## src/rtl/phy_bringup_pkg.sv

```systemverilog
package phy_bringup_pkg;

  typedef enum logic [3:0] {
    ST_IDLE,
    ST_ADDR_RST,
    ST_WRITE_RST,
    ST_DELAY,
    ST_ADDR_STAT,
    ST_READ_STAT,
    ST_CHECK,
    ST_READY,
    ST_ERROR
  } seqState_e;

  typedef enum logic [1:0] {
    OP_ADDR  = 2'd0,
    OP_WRITE = 2'd1,
    OP_READ  = 2'd2
  } cmdOp_e;

  typedef enum logic [1:0] {
    STS_NONE     = 2'd0,
    STS_TIMEOUT  = 2'd1,
    STS_CMD_FAIL = 2'd2,
    STS_LINK_OFF = 2'd3
  } seqStatus_e;

  // control -> datapath strobes
  typedef struct packed {
    logic clrRun;     // new sequence: clear poll count
    logic delayTick;  // in the inter-poll wait
    logic incPoll;    // a poll ended without lock
    logic captureRd;  // latch the lock bit of the read word
    logic setPddq;    // latch low-power request
    logic selStat;    // address the status register
    logic selWrite;   // drive the reset value
  } dpStrobe_t;

endpackage

```

## src/rtl/phy_bringup_dp.sv

```systemverilog
module phy_bringup_dp
  import phy_bringup_pkg::*;
#(
  parameter int          DATA_W       = 16,
  parameter int          DELAY_CYCLES = 128,
  parameter int          MAX_POLLS    = 100,
  parameter logic [15:0] RST_REG      = 16'h7F3F,
  parameter logic [15:0] RST_VAL      = 16'h0001,
  parameter logic [15:0] STAT_REG     = 16'h2003,
  parameter int          LOCK_BIT     = 1
) (
  input  logic              clk,
  input  logic              rstN,
  input  dpStrobe_t         stb,
  input  logic [DATA_W-1:0] rdData,
  output logic [DATA_W-1:0] cmdData,
  output logic              delayDone,
  output logic              pollLast,
  output logic              lockSeen,
  output logic              pddq
);

  localparam int DLY_W  = $clog2(DELAY_CYCLES + 1);
  localparam int POLL_W = $clog2(MAX_POLLS + 1);
  localparam logic [DATA_W-1:0] LOCK_MASK = DATA_W'(1) << LOCK_BIT;

  logic [DLY_W-1:0]  delayCnt;
  logic [POLL_W-1:0] pollCnt;
  logic              lockReg;
  logic              pddqReg;

  assign delayDone = (delayCnt == DLY_W'(DELAY_CYCLES - 1));
  assign pollLast  = (pollCnt == POLL_W'(MAX_POLLS - 1));
  assign lockSeen  = lockReg;
  assign pddq      = pddqReg;

  always_comb begin
    if (stb.selStat)       cmdData = DATA_W'(STAT_REG);
    else if (stb.selWrite) cmdData = DATA_W'(RST_VAL);
    else                   cmdData = DATA_W'(RST_REG);
  end

  always_ff @(posedge clk or negedge rstN) begin
    if (!rstN) begin
      delayCnt <= '0;
      pollCnt  <= '0;
      lockReg  <= 1'b0;
      pddqReg  <= 1'b0;
    end else begin
      if (stb.delayTick && !delayDone) delayCnt <= delayCnt + 1'b1;
      else                             delayCnt <= '0;

      if (stb.clrRun)       pollCnt <= '0;
      else if (stb.incPoll) pollCnt <= pollCnt + 1'b1;

      if (stb.clrRun)         lockReg <= 1'b0;
      else if (stb.captureRd) lockReg <= |(rdData & LOCK_MASK);

      if (stb.setPddq) pddqReg <= 1'b1;
    end
  end

endmodule

```

## src/rtl/phy_bringup_ctrl.sv

```systemverilog
module phy_bringup_ctrl
  import phy_bringup_pkg::*;
(
  input  logic       clk,
  input  logic       rstN,
  input  logic       startReq,
  input  logic       pddqReq,
  input  logic       cmdDone,
  input  logic       cmdErr,
  input  logic       delayDone,
  input  logic       pollLast,
  input  logic       lockSeen,
  input  logic       pddq,
  output dpStrobe_t  stb,
  output logic       cmdValid,
  output logic [1:0] cmdOp,
  output logic       ready,
  output logic       failed,
  output logic [1:0] status
);

  seqState_e  state, stateNxt;
  seqStatus_e stsReg, stsNxt;
  logic       startOk;

  assign ready  = (state == ST_READY);
  assign failed = (state == ST_ERROR);
  assign status = stsReg;

  assign startOk = startReq && !pddq &&
                   (state == ST_IDLE || state == ST_READY || state == ST_ERROR);

  always_comb begin
    stateNxt = state;
    stsNxt   = stsReg;
    stb      = '0;
    cmdValid = 1'b0;
    cmdOp    = OP_ADDR;
    case (state)
      ST_IDLE, ST_READY, ST_ERROR: begin
        if (startOk) begin
          stateNxt   = ST_ADDR_RST;
          stsNxt     = STS_NONE;
          stb.clrRun = 1'b1;
        end
      end
      ST_ADDR_RST: begin
        cmdValid = 1'b1;
        if (cmdDone) begin
          if (cmdErr) begin
            stateNxt = ST_ERROR;
            stsNxt   = STS_CMD_FAIL;
          end else begin
            stateNxt = ST_WRITE_RST;
          end
        end
      end
      ST_WRITE_RST: begin
        // PHY in reset cannot acknowledge: issue and move on
        cmdValid     = 1'b1;
        cmdOp        = OP_WRITE;
        stb.selWrite = 1'b1;
        stateNxt     = ST_DELAY;
      end
      ST_DELAY: begin
        stb.delayTick = 1'b1;
        if (delayDone) stateNxt = ST_ADDR_STAT;
      end
      ST_ADDR_STAT: begin
        cmdValid    = 1'b1;
        stb.selStat = 1'b1;
        if (cmdDone) begin
          if (cmdErr) begin
            stateNxt = ST_ERROR;
            stsNxt   = STS_CMD_FAIL;
          end else begin
            stateNxt = ST_READ_STAT;
          end
        end
      end
      ST_READ_STAT: begin
        cmdValid    = 1'b1;
        cmdOp       = OP_READ;
        stb.selStat = 1'b1;
        if (cmdDone) begin
          if (cmdErr) begin
            stateNxt = ST_ERROR;
            stsNxt   = STS_CMD_FAIL;
          end else begin
            stb.captureRd = 1'b1;
            stateNxt      = ST_CHECK;
          end
        end
      end
      ST_CHECK: begin
        if (lockSeen) begin
          stateNxt = ST_READY;
        end else begin
          stb.incPoll = 1'b1;
          if (pollLast) begin
            stateNxt = ST_ERROR;
            stsNxt   = STS_TIMEOUT;
          end else begin
            stateNxt = ST_DELAY;
          end
        end
      end
      default: stateNxt = ST_IDLE;
    endcase

    // power-down overrides everything
    if (pddqReq) begin
      stb         = '0;
      stb.setPddq = 1'b1;
      stateNxt    = ST_ERROR;
      stsNxt      = STS_LINK_OFF;
    end
  end

  always_ff @(posedge clk or negedge rstN) begin
    if (!rstN) begin
      state  <= ST_IDLE;
      stsReg <= STS_NONE;
    end else begin
      state  <= stateNxt;
      stsReg <= stsNxt;
    end
  end

endmodule

```

## src/rtl/phy_bringup_seq.sv

```systemverilog
module phy_bringup_seq
  import phy_bringup_pkg::*;
#(
  parameter int          DATA_W       = 16,
  parameter int          DELAY_CYCLES = 128,
  parameter int          MAX_POLLS    = 100,
  parameter logic [15:0] RST_REG      = 16'h7F3F,
  parameter logic [15:0] RST_VAL      = 16'h0001,
  parameter logic [15:0] STAT_REG     = 16'h2003,
  parameter int          LOCK_BIT     = 1
) (
  input  logic              clk,
  input  logic              rstN,
  input  logic              startReq,
  input  logic              pddqReq,
  output logic              cmdValid,
  output logic [1:0]        cmdOp,
  output logic [DATA_W-1:0] cmdData,
  input  logic              cmdDone,
  input  logic              cmdErr,
  input  logic [DATA_W-1:0] rdData,
  output logic              ready,
  output logic              failed,
  output logic [1:0]        status,
  output logic              pddq
);

  dpStrobe_t stb;
  logic      delayDone;
  logic      pollLast;
  logic      lockSeen;

  phy_bringup_ctrl u_ctrl (
    .clk       (clk),
    .rstN      (rstN),
    .startReq  (startReq),
    .pddqReq   (pddqReq),
    .cmdDone   (cmdDone),
    .cmdErr    (cmdErr),
    .delayDone (delayDone),
    .pollLast  (pollLast),
    .lockSeen  (lockSeen),
    .pddq      (pddq),
    .stb       (stb),
    .cmdValid  (cmdValid),
    .cmdOp     (cmdOp),
    .ready     (ready),
    .failed    (failed),
    .status    (status)
  );

  phy_bringup_dp #(
    .DATA_W       (DATA_W),
    .DELAY_CYCLES (DELAY_CYCLES),
    .MAX_POLLS    (MAX_POLLS),
    .RST_REG      (RST_REG),
    .RST_VAL      (RST_VAL),
    .STAT_REG     (STAT_REG),
    .LOCK_BIT     (LOCK_BIT)
  ) u_dp (
    .clk       (clk),
    .rstN      (rstN),
    .stb       (stb),
    .rdData    (rdData),
    .cmdData   (cmdData),
    .delayDone (delayDone),
    .pollLast  (pollLast),
    .lockSeen  (lockSeen),
    .pddq      (pddq)
  );

endmodule

```

## config.mk

```make
export PLATFORM = sky130hd
export DESIGN_NAME = phy_bringup_seq
export DESIGN_NICKNAME = d
export VERILOG_FILES = /design/src/rtl/phy_bringup_pkg.sv /design/src/rtl/phy_bringup_dp.sv /design/src/rtl/phy_bringup_ctrl.sv /design/src/rtl/phy_bringup_seq.sv
export SDC_FILE = /design/constraint.sdc
export NUM_CORES = 1
export LEC_CHECK = 0
export BUFFER_PORTS_ARGS = -buffer_cell sky130_fd_sc_hd__buf_2
export CORE_MARGIN = 2
export CORE_UTILIZATION = 54
export CTS_CLUSTER_SIZE = 24
export DETAILED_ROUTE_END_ITERATION = 10
export PLACE_DENSITY = 0.84
export SLEW_MARGIN = 15
export SYNTH_ARGS = -nofsm -noshare
export SYNTH_HDL_FRONTEND = slang
export SYNTH_SLANG_ARGS = --single-unit
export TNS_END_PERCENT = 1
```

## constraint.sdc

```tcl
create_clock -name clk -period 3.8 [get_ports clk]
set_input_delay 0.95 -clock clk [delete_from_list [all_inputs] [get_ports clk]]
set_output_delay 0.95 -clock clk [all_outputs]
set_load 0.05 [all_outputs]
```

### Word-level counts from Yosys, hierarchy flattened

Cells that the tools add are included.

| word-level totals | value |
|---|---|
| register bits | 23 |
| input port bits | 22 |
| output and inout port bits | 24 |
| logic and storage cells | 83 |

| operators by class | value |
|---|---|
| add/sub/neg operators | 2 |
| equal/unequal tests | 19 |
| mux-type cells | 39 |
| reductions and logical operators | 17 |

Operators with widths:

| cell | count |
|---|---|
| $mux W4 | 11 |
| $mux W15 | 2 |
| $pmux W4 S7 | 1 |
| $mux W7 | 3 |
| $eq A4 B3 Y1 const B | 4 |
| $ne A3 B3 Y1 const B | 5 |
| $mux W1 | 13 |
| $mux W2 | 6 |
| $add A8 B1 Y8 const B | 1 |
| $eq A4 B2 Y1 const B | 2 |
| $eq A8 B7 Y1 const B | 1 |
| $mux W8 | 1 |
| $add A7 B1 Y7 const B | 1 |
| $eq A7 B7 Y1 const B | 1 |
| $ne A3 B1 Y1 const B | 2 |
| $ne A3 B2 Y1 const B | 2 |
| $pmux W2 S3 | 1 |
| $reduce_and A6 Y1 | 1 |
| $reduce_or A3 Y1 | 2 |
| $reduce_and A5 Y1 | 1 |
| $eq A4 B1 Y1 const B | 1 |
| $eq A4 B4 Y1 const B | 1 |
| $logic_not A4 Y1 | 1 |
| $pmux W2 S2 | 1 |
| other kinds (7) | 12 |

### Depth between registers and ports, before layout

Gate-level depths: netlist of run 1.

| logic depth | value |
|---|---|
| word-level depth | 9 |
| gate-level depth with buffers | 7 |

### By module

Synthesis of run 1 repeated with hierarchy kept, for this count alone.

| unflattened totals | value |
|---|---|
| cells, all modules | 177 |
| area, all modules | 1547.7 um2 |

By module, submodules not included:

| module | instances | cells an instance | area each (um2) | seq. area each (um2) |
|---|---|---|---|---|
| phy_bringup_dp | 1 | 96 | 909.6 | 425.4 |
| phy_bringup_ctrl | 1 | 81 | 638.1 | 150.1 |

### Worst setup path before layout of run 1

No wires, ideal clock.

| timing | value |
|---|---|
| path kind | register to output |
| start point | register u_ctrl.state[0] |
| end point | output port cmdData[13] |
| arrival time | 2.570 ns |
| required time | 2.850 ns |
| path slack | 0.280 ns |
| cell stages (with the launch flop) | 5 |
| buffers on the path | 2 |
| cells stage by stage | dfrtp_1 > buf_6 > nor4b_2 > nand2b_1 > buf_4 |

| on the way | value |
|---|---|
| cells in the longest elaborated chain, start to end | 5 |
| elaborated cells between the ends (all ways) | 9 |

RTL lines:

| element | line | text |
|---|---|---|
| from (decl) | phy_bringup_ctrl.sv:22 | `seqState_e state, stateNxt;` |
| from (signal assigned) | phy_bringup_ctrl.sv:125 | `state <= stateNxt;` |
| $eq A4 B2 Y1 or $eq A4 B3 Y1 (tied branches) | phy_bringup_ctrl.sv:39 | `case (state)` |
| $mux W1 or $reduce_or A2 Y1 (tied branches) | -- |  |
| $mux W7 * | phy_bringup_ctrl.sv:112 | `if (pddqReq) begin` |
| $mux W15 or $mux W7 (tied branches) | phy_bringup_dp.sv:39, phy_bringup_ctrl.sv:112 |  |
| $mux W15 * | phy_bringup_dp.sv:38 | `if (stb.selStat) cmdData = DATA_W'(STAT_REG);` |
| to (decl) | phy_bringup_seq.sv:18 | `output logic [DATA_W-1:0] cmdData,` |

Every way passes the cells marked *; elsewhere a longest branch is shown, timed or not.

### Worst setup path in the final report of run 1

| timing | value |
|---|---|
| start point | register u_ctrl.state[2] |
| end point | output port cmdValid |

| on the way | value |
|---|---|
| cells in the longest elaborated chain, start to end | 3 |
| elaborated cells between the ends (all ways) | 6 |

RTL lines:

| element | line | text |
|---|---|---|
| $eq A4 B1 Y1, or another cell as far along | phy_bringup_ctrl.sv:39 |  |
| $reduce_or A4 Y1 (no source line) * | -- |  |
| $mux W1 * | phy_bringup_ctrl.sv:39 |  |
| to (decl) | phy_bringup_seq.sv:16 | `output logic cmdValid,` |

Marks and branches as above.

==> impl_metrics.xml, run 1 <==
<?xml version="1.0" encoding="UTF-8"?>
<metrics>
  <group name="outcome">
    <metric name="run_status" unit="">completed</metric>
  </group>
  <group name="critical_path">
    <metric name="timing.critical_path.to_type" unit="">primary output</metric>
    <metric name="arrival" unit="ns">1.95</metric>
    <metric name="critical_path.cell_chain" unit="">nor2_1 &gt; nor3_1 &gt; or2_2 &gt; buf_2</metric>
    <metric name="required_worst_endpoint" unit="ns">2.85</metric>
    <metric name="critical-path-slowest-cell" unit="">sky130_fd_sc_hd__dfrtp_1</metric>
    <metric name="timing.critical_path.slowest_cell_delay" unit="ns">0.61</metric>
    <metric name="cp-start-kind" unit="">flop</metric>
    <metric name="path_class" unit="">reg -&gt; out</metric>
    <metric name="critPathMaxFanout" unit="">14</metric>
  </group>
  <group name="timing">
    <metric name="timing.final.crit_share" unit="%">76.4</metric>
    <metric name="highest_clock_rate" unit="MHz">345</metric>
    <metric name="setup_slack" unit="ns">0.897</metric>
    <metric name="worst_pin_slew" unit="ns">0.570</metric>
    <metric name="period_needed" unit="ns">2.90</metric>
    <metric name="worst_hold_margin" unit="ns">0.502</metric>
    <metric name="slew_violations" unit="">0</metric>
    <metric name="worst_slew_margin_rel" unit="%">61.9</metric>
    <metric name="timing_hold_violations_final" unit="">0</metric>
    <metric name="setup_viol" unit="">0</metric>
    <metric name="rsz_0062_raised_after_global_routing" unit="">false</metric>
    <metric name="finClkSkew" unit="ns">0.00136</metric>
    <metric name="timing.setup.tns" unit="ns">0</metric>
  </group>
  <group name="floorplan">
    <metric name="design.die.area" unit="um^2">3100</metric>
    <metric name="floorplan.core_area" unit="um^2">2500</metric>
    <metric name="starting_density_of_the_core" unit="%">57.7</metric>
    <metric name="boundaryPins" unit="">46</metric>
    <metric name="placement_rows" unit="">18</metric>
    <metric name="die_height" unit="um">55.7</metric>
    <metric name="die_width" unit="um">55.7</metric>
  </group>
  <group name="global_routing">
    <metric name="number_of_antenna_violations_at_the_first_check_in_global_routing" unit="">0</metric>
    <metric name="groute.layer.met3.usage" unit="%">5.81</metric>
    <metric name="layer_with_the_highest_usage_after_global_routing" unit="">met2</metric>
    <metric name="grt.met2_usage" unit="%">29.4</metric>
    <metric name="first_pass_grt_wire_length" unit="um">4650</metric>
    <metric name="grt_remaining_overflow" unit="">0</metric>
    <metric name="gr-usage-met1" unit="%">23.3</metric>
    <metric name="maximum_number_of_pins_on_one_net_before_global_route_repair" unit="">24</metric>
    <metric name="gr-usage-all-layers" unit="%">18.7</metric>
    <metric name="grt_pass1_vias" unit="">1049</metric>
  </group>
  <group name="cts">
    <metric name="cts.sinks" unit="">23</metric>
    <metric name="cts_setup_buffers" unit="">0</metric>
    <metric name="depth_of_the_cts_h_tree" unit="">1</metric>
    <metric name="latest_clock_arrival_within_the_worst_skew_pair" unit="ns">0.31</metric>
    <metric name="cts_tree" unit="">yes</metric>
    <metric name="post_cts_resize_count" unit="">0</metric>
    <metric name="cts_made_buffers" unit="">3</metric>
    <metric name="hold_buffers" unit="">0</metric>
    <metric name="root_buffer" unit="">sky130_fd_sc_hd__clkbuf_4</metric>
    <metric name="cts.path.max_buffers" unit="">2</metric>
    <metric name="clkSlewWorstSetupHoldPaths" unit="ns">0.13</metric>
  </group>
  <group name="drt">
    <metric name="post_drt_via_cell_ratio" unit="">5.72</metric>
    <metric name="routed_vias" unit="">1086</metric>
    <metric name="wirelength" unit="um">2660</metric>
    <metric name="drtAntennaViolNets" unit="">0</metric>
    <metric name="drc" unit="">0</metric>
    <metric name="detail_route.wl_per_cell" unit="um">14.0</metric>
    <metric name="dr.first_iter.drc_count" unit="">26</metric>
    <metric name="drtPass1Iterations" unit="">4</metric>
  </group>
  <group name="power">
    <metric name="cellLeakagePower" unit="nW">0.661</metric>
    <metric name="power.density_cell_area" unit="nW/um^2">456</metric>
    <metric name="ir_drop" unit="mV">0.401</metric>
  </group>
  <group name="placed_design">
    <metric name="pre_cts_ws" unit="ns">0.963</metric>
    <metric name="post-place-cells" unit="">186</metric>
    <metric name="io_buffers" unit="">26</metric>
    <metric name="dp_hpwl" unit="um">1940</metric>
    <metric name="routabilityCongestion" unit="">0.785</metric>
  </group>
  <group name="layout">
    <metric name="layout.filler_cells" unit="">226</metric>
    <metric name="finalNonFillerCells" unit="">190</metric>
    <metric name="finish.net_count" unit="">185</metric>
    <metric name="relative_area_change_from_synthesis_to_final_layout" unit="%">4.16</metric>
    <metric name="final_layout_size_suffix_gt1_share" unit="%">27.5</metric>
    <metric name="num_antenna_cells" unit="">0</metric>
  </group>
  <group name="logic_synthesis">
    <metric name="synth_ff_type" unit="">sky130_fd_sc_hd__dfrtp_1</metric>
    <metric name="number_of_synthesized_register_bits" unit="">23</metric>
    <metric name="seq_area_frac_synth" unit="%">39.9</metric>
    <metric name="post_synth.cell_area_avg" unit="um^2">9.75</metric>
    <metric name="synth.top_cells.by_area" unit="">sky130_fd_sc_hd__dfrtp_1, sky130_fd_sc_hd__buf_4, sky130_fd_sc_hd__nor2_1, sky130_fd_sc_hd__xor2_1, sky130_fd_sc_hd__mux2_1</metric>
    <metric name="yosysTopAreaCell" unit="">sky130_fd_sc_hd__dfrtp_1</metric>
    <metric name="synth_async_sr_flop_share" unit="%">100</metric>
    <metric name="synth_top_cell_area_share" unit="%">39.9</metric>
    <metric name="synth.cells.most_frequent" unit="">sky130_fd_sc_hd__dfrtp_1, sky130_fd_sc_hd__nor2_1, sky130_fd_sc_hd__buf_4</metric>
    <metric name="synthDistinctLibCells" unit="">44</metric>
    <metric name="synth-warning-count" unit="">0</metric>
    <metric name="synthMostInstantiatedCell" unit="">sky130_fd_sc_hd__dfrtp_1</metric>
    <metric name="synth_enable_flop_cells" unit="">0</metric>
    <metric name="syn_area" unit="um^2">1440</metric>
    <metric name="synthCells" unit="">148</metric>
  </group>
  <group name="run">
    <metric name="maxCapViolations" unit="">0</metric>
  </group>
  <group name="hold_path">
    <metric name="hold_path_class" unit="">reg -&gt; reg</metric>
  </group>
</metrics>
## area by class of cell
type / instances / area (um^2) / area share [%]
repair buffers: 26 / 130 / 8.66
well taps: 30 / 37.5 / 2.50
clock inverters: 1 / 7.51 / 0.500
flip-flops and latches: 23 / 576 / 38.3
inverters: 3 / 11.3 / 0.749
clock buffers: 3 / 22.5 / 1.50
multi-input cells: 104 / 718 / 47.8
## routing by layer
metal | routed length, um | part of all wire, %
met5 | 0 | 0
met4 | 64 | 2.4
met3 | 119 | 4.5
met2 | 1270 | 48
met1 | 1210 | 45
## metrics by stage
stage                     total power, mW  util [%]  instance area [um^2]
after CTS                           0.688      60.1                  1500
after global placement              0.565      58.9                  1470
after floorplan                     0.535         -                  1450
final                               0.685      60.1                  1500
after global routing                0.724      60.1                  1500
after detailed placement            0.571      58.9                  1470
## path summary, 6_finish.rpt
kind | slack, ns | start | depth (start not counted) | end
max in group asynchronous | 2.88 | rstN | 1 | u_dp.delayCnt[3]$_DFF_PN0_
min in group asynchronous | 0.58 | rstN | 1 | u_ctrl.status[1]$_DFFE_PN0P_
max reg2reg | 1.69 | u_ctrl.state[1]$_DFFE_PN0P_ | 5 | u_dp.pollCnt[0]$_DFFE_PN0P_
min | 0.50 | u_dp.delayCnt[0]$_DFF_PN0_ | 1 | u_dp.delayCnt[0]$_DFF_PN0_
min reg2reg | 0.50 | u_dp.delayCnt[0]$_DFF_PN0_ | 1 | u_dp.delayCnt[0]$_DFF_PN0_
max | 0.90 | u_ctrl.state[2]$_DFFE_PN0P_ | 4 | cmdValid
## worst max-delay path: cells and delay by family, from the launching register on
family                 cells  cell delay (ns)
and+or+nand+nor            3             0.77
buffers and inverters      1             0.26
DFF                        1             0.61
## placed cells by master (no fill, tap or decap), types with 3 or more instances in the layout
master / count
sky130_fd_sc_hd__nand2b_1: 4
sky130_fd_sc_hd__dfrtp_1: 23
sky130_fd_sc_hd__nand3_1: 6
sky130_fd_sc_hd__inv_1: 3
sky130_fd_sc_hd__nor2_1: 21
sky130_fd_sc_hd__buf_2: 26
sky130_fd_sc_hd__nand2_1: 6
sky130_fd_sc_hd__a21oi_1: 3
sky130_fd_sc_hd__nand4_1: 3
sky130_fd_sc_hd__clkbuf_4: 3
sky130_fd_sc_hd__xor2_1: 9
sky130_fd_sc_hd__mux2i_1: 3
sky130_fd_sc_hd__nor3_1: 3
sky130_fd_sc_hd__or3_1: 3
sky130_fd_sc_hd__conb_1: 4
sky130_fd_sc_hd__mux2_1: 3
## kinds of logic after synthesis
| kind of cell | share of synthesized area [%] |
|---|---|
| XOR/XNOR | 6.68 |
| adder cells (fa/ha/maj) | 1.73 |
| AND/OR/NAND/NOR | 24.9 |
| flip-flops | 39.9 |
| multiplexers | 5.98 |
| other | 0.521 |
| buffers and inverters | 10.8 |
| AO/OA/AOI/OAI | 9.45 |
## registers in the layout, summed over array words and instances (netlist names)
signal and cells:
u_dp.pddq 1, u_dp.lockSeen 1, u_ctrl.state 4, u_dp.delayCnt 8, u_ctrl.status 2, u_dp.pollCnt 7
## where the power goes
part           leakage (nW)  total [mW]  switching [mW]  internal (mW)
combinational         0.344       0.259           0.178         0.0818
clock                0.0139       0.117          0.0765         0.0402
sequential            0.304       0.309          0.0446          0.264
total                 0.661       0.685           0.299          0.386
Power figures use the tool's default switching activity.
==> run 2: changes to the inputs <==
- CORE_UTILIZATION: 54 -> 45
- PLACE_DENSITY: 0.84 -> 0.75
- clock period: 3.8 -> 2.6 ns (I/O delays scaled with it)
==> run 2 against run 1 <==
Compared with the run above: clock skew up 0.0016 ns; sequential power up 48%; die area rose by 19%; via count grew 0.55%; global-route usage down 1.9 points; wire length rose by 0.34%; utilization fell by 9.5 points; hold slack worse by 0.20 ns; critical endpoint is now cmdData[5]; sequential share of layout area down 0.92 points; design area increased by 2.9%; largest cell class unchanged.
==> impl_metrics.xml, run 2 (synthesis gave the netlist of run 1 again) <==
<?xml version="1.0" encoding="UTF-8"?>
<metrics>
  <group name="critical_path">
    <metric name="cp-start-kind" unit="">flop</metric>
    <metric name="arrival" unit="ns">1.78</metric>
    <metric name="required_worst_endpoint" unit="ns">1.95</metric>
    <metric name="critPathMaxFanout" unit="">11</metric>
    <metric name="path_class" unit="">reg -&gt; out</metric>
    <metric name="timing.critical_path.to_type" unit="">primary output</metric>
  </group>
  <group name="drt">
    <metric name="drtAntennaViolNets" unit="">0</metric>
    <metric name="wirelength" unit="um">2670</metric>
    <metric name="detail_route.wl_per_cell" unit="um">13.0</metric>
    <metric name="post_drt_via_cell_ratio" unit="">5.30</metric>
    <metric name="drtPass1Iterations" unit="">4</metric>
    <metric name="drc" unit="">0</metric>
    <metric name="routed_vias" unit="">1092</metric>
    <metric name="dr.first_iter.drc_count" unit="">26</metric>
  </group>
  <group name="cts">
    <metric name="cts.path.max_buffers" unit="">2</metric>
    <metric name="cts_made_buffers" unit="">3</metric>
    <metric name="cts_tree" unit="">yes</metric>
    <metric name="hold_buffers" unit="">0</metric>
    <metric name="clkSlewWorstSetupHoldPaths" unit="ns">0.12</metric>
    <metric name="depth_of_the_cts_h_tree" unit="">1</metric>
    <metric name="root_buffer" unit="">sky130_fd_sc_hd__clkbuf_4</metric>
    <metric name="cts.sinks" unit="">23</metric>
    <metric name="latest_clock_arrival_within_the_worst_skew_pair" unit="ns">0.30</metric>
  </group>
  <group name="timing">
    <metric name="timing.setup.tns" unit="ns">0</metric>
    <metric name="period_needed" unit="ns">2.43</metric>
    <metric name="worst_hold_margin" unit="ns">0.298</metric>
    <metric name="slew_violations" unit="">0</metric>
    <metric name="finClkSkew" unit="ns">0.00297</metric>
    <metric name="timing_hold_violations_final" unit="">0</metric>
    <metric name="rsz_0062_raised_after_global_routing" unit="">false</metric>
    <metric name="setup_viol" unit="">0</metric>
    <metric name="timing.final.crit_share" unit="%">93.5</metric>
    <metric name="highest_clock_rate" unit="MHz">411</metric>
    <metric name="worst_pin_slew" unit="ns">0.514</metric>
    <metric name="worst_slew_margin_rel" unit="%">65.7</metric>
  </group>
  <group name="placed_design">
    <metric name="routabilityCongestion" unit="">0.772</metric>
    <metric name="dp_hpwl" unit="um">1930</metric>
    <metric name="post-place-cells" unit="">202</metric>
    <metric name="post_dp_cell_area" unit="um^2">1520</metric>
    <metric name="io_buffers" unit="">26</metric>
  </group>
  <group name="layout">
    <metric name="registers.top_by_ff_count" unit="">u_dp.delayCnt</metric>
    <metric name="summed_area_of_non_filler_cells_in_the_final_layout" unit="um^2">1550</metric>
    <metric name="finalNonFillerCells" unit="">206</metric>
    <metric name="final_layout_size_suffix_gt1_share" unit="%">30.2</metric>
    <metric name="layout.cells.most_common_list" unit="">sky130_fd_sc_hd__buf_2, sky130_fd_sc_hd__nor2_1, sky130_fd_sc_hd__dfrtp_1, sky130_fd_sc_hd__xor2_1</metric>
    <metric name="layout.filler_cells" unit="">293</metric>
    <metric name="largest_reg_flops" unit="">8</metric>
    <metric name="num_antenna_cells" unit="">0</metric>
    <metric name="multi_input_gate_area" unit="um^2">729</metric>
    <metric name="seq_cell_area" unit="um^2">578</metric>
    <metric name="largest_registers" unit="">u_dp.delayCnt: 8 flops, u_dp.pollCnt: 7 flops, u_ctrl.state: 4 flops</metric>
    <metric name="relative_area_change_from_synthesis_to_final_layout" unit="%">7.20</metric>
    <metric name="layout_commonest_cell" unit="">sky130_fd_sc_hd__buf_2</metric>
    <metric name="finish.net_count" unit="">187</metric>
  </group>
  <group name="floorplan">
    <metric name="floorplan.core_area" unit="um^2">3050</metric>
    <metric name="die_height" unit="um">60.6</metric>
    <metric name="starting_density_of_the_core" unit="%">47.3</metric>
    <metric name="boundaryPins" unit="">46</metric>
    <metric name="placement_rows" unit="">20</metric>
    <metric name="die_width" unit="um">60.6</metric>
    <metric name="design.die.area" unit="um^2">3670</metric>
  </group>
  <group name="power">
    <metric name="cellLeakagePower" unit="nW">0.674</metric>
    <metric name="design_power_total" unit="mW">1.01</metric>
    <metric name="ir_drop" unit="mV">0.285</metric>
    <metric name="power.density_cell_area" unit="nW/um^2">652</metric>
  </group>
  <group name="outcome">
    <metric name="run_status" unit="">completed</metric>
  </group>
  <group name="global_routing">
    <metric name="grt_pass1_vias" unit="">1054</metric>
    <metric name="layer_with_the_highest_usage_after_global_routing" unit="">met2</metric>
    <metric name="number_of_antenna_violations_at_the_first_check_in_global_routing" unit="">0</metric>
    <metric name="grt.met2_usage" unit="%">28.1</metric>
    <metric name="gr-usage-all-layers" unit="%">16.9</metric>
    <metric name="first_pass_grt_wire_length" unit="um">4680</metric>
    <metric name="maximum_number_of_pins_on_one_net_before_global_route_repair" unit="">24</metric>
    <metric name="gr-usage-met1" unit="%">22.1</metric>
    <metric name="groute.layer.met3.usage" unit="%">2.56</metric>
    <metric name="grt_remaining_overflow" unit="">0</metric>
  </group>
  <group name="hold_path">
    <metric name="hold_path_class" unit="">in -&gt; async</metric>
  </group>
  <group name="run">
    <metric name="maxCapViolations" unit="">0</metric>
  </group>
</metrics>
## run 2: cell count changes in the layout (fill, tap and decap cells not counted), sizes merged
cell | previous run | this run
clkinv | 0 | 1
clkinvlp | 1 | 0
buf | 26 | 28
## run 2: final timing paths
kind	slack (ns)	cells after the start	to	start
setup / recovery	0.17	4	cmdData[5]	u_ctrl.state[0]$_DFFE_PN0P_
hold / removal	0.30	1	u_ctrl.state[0]$_DFFE_PN0P_	rstN
setup reg to reg	0.62	5	u_ctrl.state[3]$_DFFE_PN0P_	u_ctrl.state[3]$_DFFE_PN0P_
hold reg to reg	0.49	1	u_dp.delayCnt[0]$_DFF_PN0_	u_dp.delayCnt[0]$_DFF_PN0_
max in group asynchronous	1.93	1	u_ctrl.state[2]$_DFFE_PN0P_	rstN
min in group clk	0.49	1	u_dp.delayCnt[0]$_DFF_PN0_	u_dp.delayCnt[0]$_DFF_PN0_
## run 2: repair_timing
action                     in CTS  in global routing
setup endpoints to repair       0                 10
buffers inserted                0                  0
resized for setup               0                  2
## run 2: area by class of cell
type / instances / area share (%)
well taps: 44 / 3.56
inverters: 3 / 0.728
multi-input cells: 104 / 47.2
flip-flops and latches: 23 / 37.4
repair buffers: 28 / 9.39
clock buffers: 3 / 1.46
clock inverters: 1 / 0.324
## run 2: routing by layer
layer | up-vias | wire length, um
met2 | 32 | 1290
met1 | 529 | 1230
met5 | - | 0
li1 | 529 | -
met3 | 2 | 123
met4 | 0 | 24
## run 2: report_power, final
group / internal (mW) / switching [mW]
registers: 0.387 / 0.0704
clock network: 0.0573 / 0.105
logic: 0.128 / 0.262
total: 0.572 / 0.437
## run 2: stage by stage
| stage | worst slack (ns) | utilization, % |
|---|---|---|
| global route | 0.0109 | 50.7 |
| floorplan | 0.0275 | - |
| detailed placement | 0.355 | 49.7 |
| finish | 0.170 | 50.7 |
| CTS | 0.103 | 50.6 |
| global placement | 0.378 | 49.7 |
## run 2: critical path, cell delays in order (launching register included)
cell and delay, ns:
sky130_fd_sc_hd__dfrtp_1 0.54, sky130_fd_sc_hd__nor2_1 0.18, sky130_fd_sc_hd__mux2i_1 0.09, sky130_fd_sc_hd__or3_1 0.42
sky130_fd_sc_hd__buf_2 0.26
